### src/rtl/tvp_pkg.sv
package tvp_pkg;
  typedef enum logic [1:0] {
    LS_ABSENT = 2'd0,
    LS_VALID  = 2'd1,
    LS_STALE  = 2'd2
  } line_state_e;
endpackage

### src/rtl/tvp_mark_array.sv
module tvp_mark_array #(
  parameter int NL  = 4,
  parameter int WPL = 16,
  localparam int LW = $clog2(NL),
  localparam int WW = $clog2(WPL)
) (
  input  logic                    clk,
  input  logic                    rst_n,
  input  logic                    set_en,
  input  logic [LW-1:0]           set_line,
  input  logic [WW-1:0]           set_word,
  input  logic                    clr_all,
  output logic [NL-1:0][WPL-1:0]  marks_o,
  output logic [NL-1:0]           rd_set_o
);
  logic [NL-1:0][WPL-1:0] marks_q, marks_d;

  always_comb begin
    marks_d = marks_q;
    if (clr_all)
      marks_d = '0;
    else if (set_en)
      marks_d[set_line][set_word] = 1'b1;
  end

  always_ff @(posedge clk or negedge rst_n) begin
    if (!rst_n) marks_q <= '0;
    else        marks_q <= marks_d;
  end

  assign marks_o = marks_q;

  for (genvar g = 0; g < NL; g++) begin : g_rdset
    assign rd_set_o[g] = |marks_q[g];
  end
endmodule

### src/rtl/tvp_fetch_tracker.sv
module tvp_fetch_tracker #(
  parameter int NL = 4,
  localparam int LW = $clog2(NL)
) (
  input  logic          clk,
  input  logic          rst_n,
  input  logic          stale_ld,
  input  logic [LW-1:0] ld_line,
  input  logic          fill_valid,
  input  logic [LW-1:0] fill_line,
  output logic          fetch_req,
  output logic [LW-1:0] fetch_line
);
  logic [NL-1:0] pend_q, pend_d;
  logic          req_q;
  logic [LW-1:0] line_q;
  logic          issue;

  assign issue = stale_ld && !pend_q[ld_line];

  always_comb begin
    pend_d = pend_q;
    if (fill_valid) pend_d[fill_line] = 1'b0;
    if (issue)      pend_d[ld_line]   = 1'b1;
  end

  always_ff @(posedge clk or negedge rst_n) begin
    if (!rst_n) begin
      pend_q <= '0;
      req_q  <= 1'b0;
      line_q <= '0;
    end else begin
      pend_q <= pend_d;
      req_q  <= issue;
      if (issue) line_q <= ld_line;
    end
  end

  assign fetch_req  = req_q;
  assign fetch_line = line_q;
endmodule

### src/rtl/tvp_line_store.sv
module tvp_line_store #(
  parameter int NL  = 4,
  parameter int WPL = 16,
  parameter int DW  = 32,
  localparam int LW = $clog2(NL),
  localparam int WW = $clog2(WPL),
  localparam int LB = WPL * DW
) (
  input  logic           clk,
  input  logic           rst_n,
  input  logic           rd_en,
  input  logic [LW-1:0]  rd_line,
  input  logic [WW-1:0]  rd_word,
  input  logic           wr_en,
  input  logic [LW-1:0]  wr_line,
  input  logic [LB-1:0]  wr_data,
  input  logic [WPL-1:0] wr_marks,
  output logic           rd_valid,
  output logic [DW-1:0]  rd_data,
  output logic           mismatch
);
  logic [LB-1:0]  mem_q [NL];
  logic [LB-1:0]  old_line;
  logic [WPL-1:0] diff;
  logic           rv_q;
  logic [DW-1:0]  rd_q;

  for (genvar g = 0; g < NL; g++) begin : g_line
    always_ff @(posedge clk) begin
      if (wr_en && (wr_line == LW'(g))) mem_q[g] <= wr_data;
    end
  end

  assign old_line = mem_q[wr_line];

  for (genvar w = 0; w < WPL; w++) begin : g_cmp
    assign diff[w] = old_line[w*DW +: DW] != wr_data[w*DW +: DW];
  end

  assign mismatch = wr_en && |(diff & wr_marks);

  always_ff @(posedge clk or negedge rst_n) begin
    if (!rst_n) begin
      rv_q <= 1'b0;
      rd_q <= '0;
    end else begin
      rv_q <= rd_en;
      if (rd_en) rd_q <= mem_q[rd_line][rd_word*DW +: DW];
    end
  end

  assign rd_valid = rv_q;
  assign rd_data  = rd_q;
endmodule

### src/rtl/tvp_read_validator.sv
module tvp_read_validator #(
  parameter int NUM_LINES  = 4,
  parameter int LINE_BYTES = 64,
  parameter int WORD_BYTES = 4,
  localparam int WPL   = LINE_BYTES / WORD_BYTES,
  localparam int DW    = WORD_BYTES * 8,
  localparam int LW    = $clog2(NUM_LINES),
  localparam int OFF_W = $clog2(LINE_BYTES),
  localparam int WB_W  = $clog2(WORD_BYTES),
  localparam int WW    = $clog2(WPL)
) (
  input  logic                   clk,
  input  logic                   rst_n,
  input  logic                   tx_begin,
  input  logic                   tx_commit,
  input  logic                   tx_abort,
  input  logic                   ld_valid,
  input  logic [LW-1:0]          ld_line,
  input  logic [OFF_W-1:0]       ld_offset,
  input  logic [1:0]             ld_state,
  input  logic                   fill_valid,
  input  logic [LW-1:0]          fill_line,
  input  logic [LINE_BYTES*8-1:0] fill_data,
  output logic                   ld_rvalid,
  output logic [DW-1:0]          ld_rdata,
  output logic                   fetch_req,
  output logic [LW-1:0]          fetch_line,
  output logic                   val_abort,
  output logic [NUM_LINES-1:0]   rd_set
);
  import tvp_pkg::*;

  logic [1:0] sync_q;
  logic       rst_sync_n;

  always_ff @(posedge clk or negedge rst_n) begin
    if (!rst_n) sync_q <= 2'b00;
    else        sync_q <= {sync_q[0], 1'b1};
  end
  assign rst_sync_n = sync_q[1];

  line_state_e st;
  logic        ld_hit, ld_stale, mark_en, clr_marks, mismatch;
  logic        in_tx_q, in_tx_d, abort_q;
  logic [WW-1:0] word_idx;
  logic [NUM_LINES-1:0][WPL-1:0] marks;

  assign st       = line_state_e'(ld_state);
  assign ld_hit   = ld_valid && (st == LS_VALID || st == LS_STALE);
  assign ld_stale = ld_valid && (st == LS_STALE);
  assign word_idx = ld_offset[OFF_W-1:WB_W];
  assign mark_en  = ld_hit && in_tx_q;
  assign clr_marks = tx_begin || tx_commit || tx_abort || mismatch;

  always_comb begin
    in_tx_d = in_tx_q;
    if (tx_begin) in_tx_d = 1'b1;
    if (tx_commit || tx_abort || mismatch) in_tx_d = 1'b0;
  end

  always_ff @(posedge clk or negedge rst_sync_n) begin
    if (!rst_sync_n) begin
      in_tx_q <= 1'b0;
      abort_q <= 1'b0;
    end else begin
      in_tx_q <= in_tx_d;
      abort_q <= mismatch;
    end
  end

  tvp_mark_array #(.NL(NUM_LINES), .WPL(WPL)) u_marks (
    .clk      (clk),
    .rst_n    (rst_sync_n),
    .set_en   (mark_en),
    .set_line (ld_line),
    .set_word (word_idx),
    .clr_all  (clr_marks),
    .marks_o  (marks),
    .rd_set_o (rd_set)
  );

  tvp_fetch_tracker #(.NL(NUM_LINES)) u_fetch (
    .clk        (clk),
    .rst_n      (rst_sync_n),
    .stale_ld   (ld_stale),
    .ld_line    (ld_line),
    .fill_valid (fill_valid),
    .fill_line  (fill_line),
    .fetch_req  (fetch_req),
    .fetch_line (fetch_line)
  );

  tvp_line_store #(.NL(NUM_LINES), .WPL(WPL), .DW(DW)) u_store (
    .clk      (clk),
    .rst_n    (rst_sync_n),
    .rd_en    (ld_hit),
    .rd_line  (ld_line),
    .rd_word  (word_idx),
    .wr_en    (fill_valid),
    .wr_line  (fill_line),
    .wr_data  (fill_data),
    .wr_marks (marks[fill_line]),
    .rd_valid (ld_rvalid),
    .rd_data  (ld_rdata),
    .mismatch (mismatch)
  );

  assign val_abort = abort_q;
endmodule

### config.mk
export PLATFORM = sky130hd
export DESIGN_NAME = tvp_read_validator
export DESIGN_NICKNAME = d
export VERILOG_FILES = /design/src/rtl/tvp_pkg.sv /design/src/rtl/tvp_mark_array.sv /design/src/rtl/tvp_fetch_tracker.sv /design/src/rtl/tvp_line_store.sv /design/src/rtl/tvp_read_validator.sv
export SDC_FILE = /design/constraint.sdc
export NUM_CORES = 2
export LEC_CHECK = 0
export CAP_MARGIN = 20
export CORE_MARGIN = 1
export CORE_UTILIZATION = 40
export DETAILED_ROUTE_END_ITERATION = 12
export PLACE_DENSITY_LB_ADDON = 0.25
export SYNTH_ARGS = -nofsm -noshare
export SYNTH_HDL_FRONTEND = slang
export SYNTH_SLANG_ARGS = --single-unit
export TNS_END_PERCENT = 50
### constraint.sdc
create_clock -name clk -period 3.07 [get_ports clk]
set_clock_uncertainty 0.1 [all_clocks]
set_input_delay 0.921 -clock clk [delete_from_list [all_inputs] [get_ports clk]]
set_output_delay 0.921 -clock clk [all_outputs]
set_load 0.02 [all_outputs]
==> summary.md <==
| Metric | Value |
|---|---|
| Vias per cell | `6.13` |
| CTS buffer count | `228` |
| Tot GR Track Use | `0.288` |
| Synthesized flop and latch total | `2,156` |
| Total power | `0.0731 W` |
| Drt total wl | `365 mm` |
| Leakage power total | `44.7 nW` |
| Via count | `63.5k` |
| Primary FF master, synth | `edfxtp_1` |
| Failing checks | `setup timing` |
| Syn Nets | `5,376` |
| Tcrit/Tclk final | `1.40` |
| RSZ-0062 raised after global routing | `yes` |
| Reg clk slew, reported paths | `0.07 ns` |
| Commonest non-fill, non-tap cell in the layout | `edfxtp_1` |
| Cell count after synthesis | `4,844` |
| Final std cells w/o fill | `10.3k` |
| CP required | `3.78 ns` |
| Clock latency on the worst-skew pair | `0.91 ns` |
| Die Height | `501 um` |
| Final worst slack | `-1.24 ns` |
| Final Setup Violations | `71` |
| Arrival time of the worst setup path | `5.02 ns` |
| Area of the multi-input gates | `34,800 um^2` |
| Clock buffer depth | `3` |
| DR iter-0 viols | `9,189` |
| Most area-hungry cell type in the Yosys netlist | `edfxtp_1` |
| H-tree levels | `4` |
| CP Capture Type | `register` |
| Filler Cells Inserted | `19.5k` |
| Initial core utilization | `0.404` |
| Peak supply drop | `0.000517 V` |
| Most frequent cells in the layout | `edfxtp_1 (2,048), buf_4 (1,234), mux4_2 (1,083)` |
| Vias in the first global route | `62.6k` |
| CTS tree | `done` |
| Synth async-reset ratio | `0.0501` |
| Proportion of layout cells with a drive suffix above 1 | `0.435` |
| Syn avg cell area | `20.6 um^2` |
| HPWL after detailed placement | `278 mm` |
| NumNets Final | `7,333` |
| PwrDens | `560 nW/um^2` |
| Core area | `247,000 um^2` |
| DR DRC count | `0` |
| Register area share after synthesis | `0.645` |
| Antenna viol nets, final | `0` |
| Crit Path Class | `primary input to register` |
| Final min period | `4.31 ns` |
| GP Congestion | `0.947` |
| Max-Cap Viols | `0` |
| Cell area after synthesis | `99,600 um^2` |
| Setup WS pre-CTS | `-2.85 ns` |
| TritonRoute pass-1 iters | `8` |
| Setup total negative slack | `-79.01 ns` |
| First-pass GRT wire length | `498 mm` |
| Port bufs | `569` |
| Final hold violation count | `0` |
| Worst Hold Class | `register to register` |
| Synthesis Warnings | `0` |
| Clock root buffer | `clkbuf_16` |
| Synth top area cells | `edfxtp_1 (62%), mux4_2 (24%), xor2_1 (4.5%)` |
| Sequential cell area | `64,200 um^2` |
| Area Overhead vs Synth | `31.0%` |
| Crit path launch type | `primary input` |
| Max Fclk | `232 MHz` |
| Synth cell types | `52` |
| Gr ovfl total | `0` |
| Worst-Margin Slew | `1.06 ns` |
| Slew Limit Fails | `0` |
| Post-placement cell count | `9,823` |
| Maximum number of pins on one net before global-route repair | `65` |
| Max_slew headroom | `0.290` |
| Clock sinks | `2,156` |
| Routed wire per std cell | `35.3 um` |
| Outcome | `finished, violations left` |
| Number of synthesized flops with an enable pin | `2,048` |
| Ports | `572` |
| Critical-path maximum fanout | `16` |
| Die width | `501 um` |
| FP Rows | `182` |
| Initial antenna violation count | `95` |
| Yosys top cell area share | `0.618` |
| Fin util | `0.529` |
| Die area | `251,000 um^2` |
==> metal layers <==
metal,track usage,share of wire,vias up
li1,-,-,24900
met1,0.415,0.40,33900
met2,0.419,0.44,3874
met3,0.0711,0.11,625
met4,0.112,0.042,92
met5,0,0.0017,-
==> final timing paths <==
kind                                       endpoint  slack (ns)  cells past startpoint                   from
worst min-delay path                      sync_q[1]        0.26                      0              sync_q[0]
min in group asynchronous         u_fetch.fetch_req        0.32                      0              sync_q[1]
worst max register to register  u_marks.marks_o[14]       -1.10                     11  u_store.mem_q[3][292]
worst min register to register            sync_q[1]        0.26                      0              sync_q[0]
worst max-delay path            u_marks.marks_o[14]       -1.24                     14           fill_line[1]
max in group asynchronous       u_store.rd_data[20]        1.75                      1              sync_q[1]
==> metrics by stage <==
step	instance area, um^2	hold WS [ns]
final	130000	0.264
after global routing	130000	0.284
after CTS	130000	0.266
after detailed placement	121000	0.246
after global placement	121000	0.241
after floorplan	99800	0.231
==> critical path, stage by stage <==
cell and delay, ns:
buf_12 0.19, buf_16 0.20, buf_12 0.20, mux4_2 0.39
xor2_4 0.21, nor4_4 0.44, buf_4 0.19, nand4_1 0.70
o21ai_1 0.36, nand4_1 0.13, buf_6 0.16, o41a_4 0.46
buf_12 0.20, nor3b_4 0.18
==> power breakdown <==
group | total, W | switching [W] | internal, W
clock network | 0.0278 | 0.0120 | 0.0158
registers | 0.0347 | 0.000815 | 0.0338
logic | 0.0106 | 0.00554 | 0.00504
==> area by class of cell <==
class / count / share of cell area
Sequential cell: 2156 / 0.492
Multi-Input combinational cell: 2373 / 0.266
Timing Repair Buffer: 2038 / 0.151
Clock buffer: 305 / 0.0473
Tap cell: 3312 / 0.0318
Clock inverter: 125 / 0.0103
Antenna cell: 35 / 0.000671
Inverter: 4 / 0.000115
==> cell families after synthesis <==
kind of cell	count (synthesis)	share of synthesized area
muxes	1133	0.250
AOI/OAI and AO/OA	304	0.0198
other	1	0.0000377
DFF	2156	0.645
xor gates and xnor gates	512	0.0450
buffers and inverters	316	0.0139
adders and majority gates	1	0.000126
and+or+nand+nor	421	0.0264
==> flip-flops by register name (all words and copies together) (netlist names) <==
register	flops
u_store.mem_q	2048
u_store.rd_data	32
u_fetch.pend_q	4
in_tx_q	1
u_fetch.fetch_line	2
val_abort	1
u_store.rd_valid	1
u_fetch.fetch_req	1
u_marks.marks_o	64
sync_q	2
==> repair_timing <==
item / CTS / global route
pin swaps: 7 / 78
gates resized for setup: 94 / 66
setup endpoints to repair: 90 / 70
setup buffers: 21 / 23
hold endpoints to repair: 2 / 0
hold buffers: 1 / 0
cloned: 5 / 10
==> cell usage after synthesis, drive strengths merged, types with 41 or more instances <==
cell	instances
xor2	512
edfxtp	2048
a21oi	101
nor2	49
nor3b	67
a22oi	94
nand4	58
nand2	50
nor4	146
dfrtp	108
mux2i	41
buf	165
mux4	1083
clkbuf	147
o21ai	44
(Power assumes the default switching activity.)
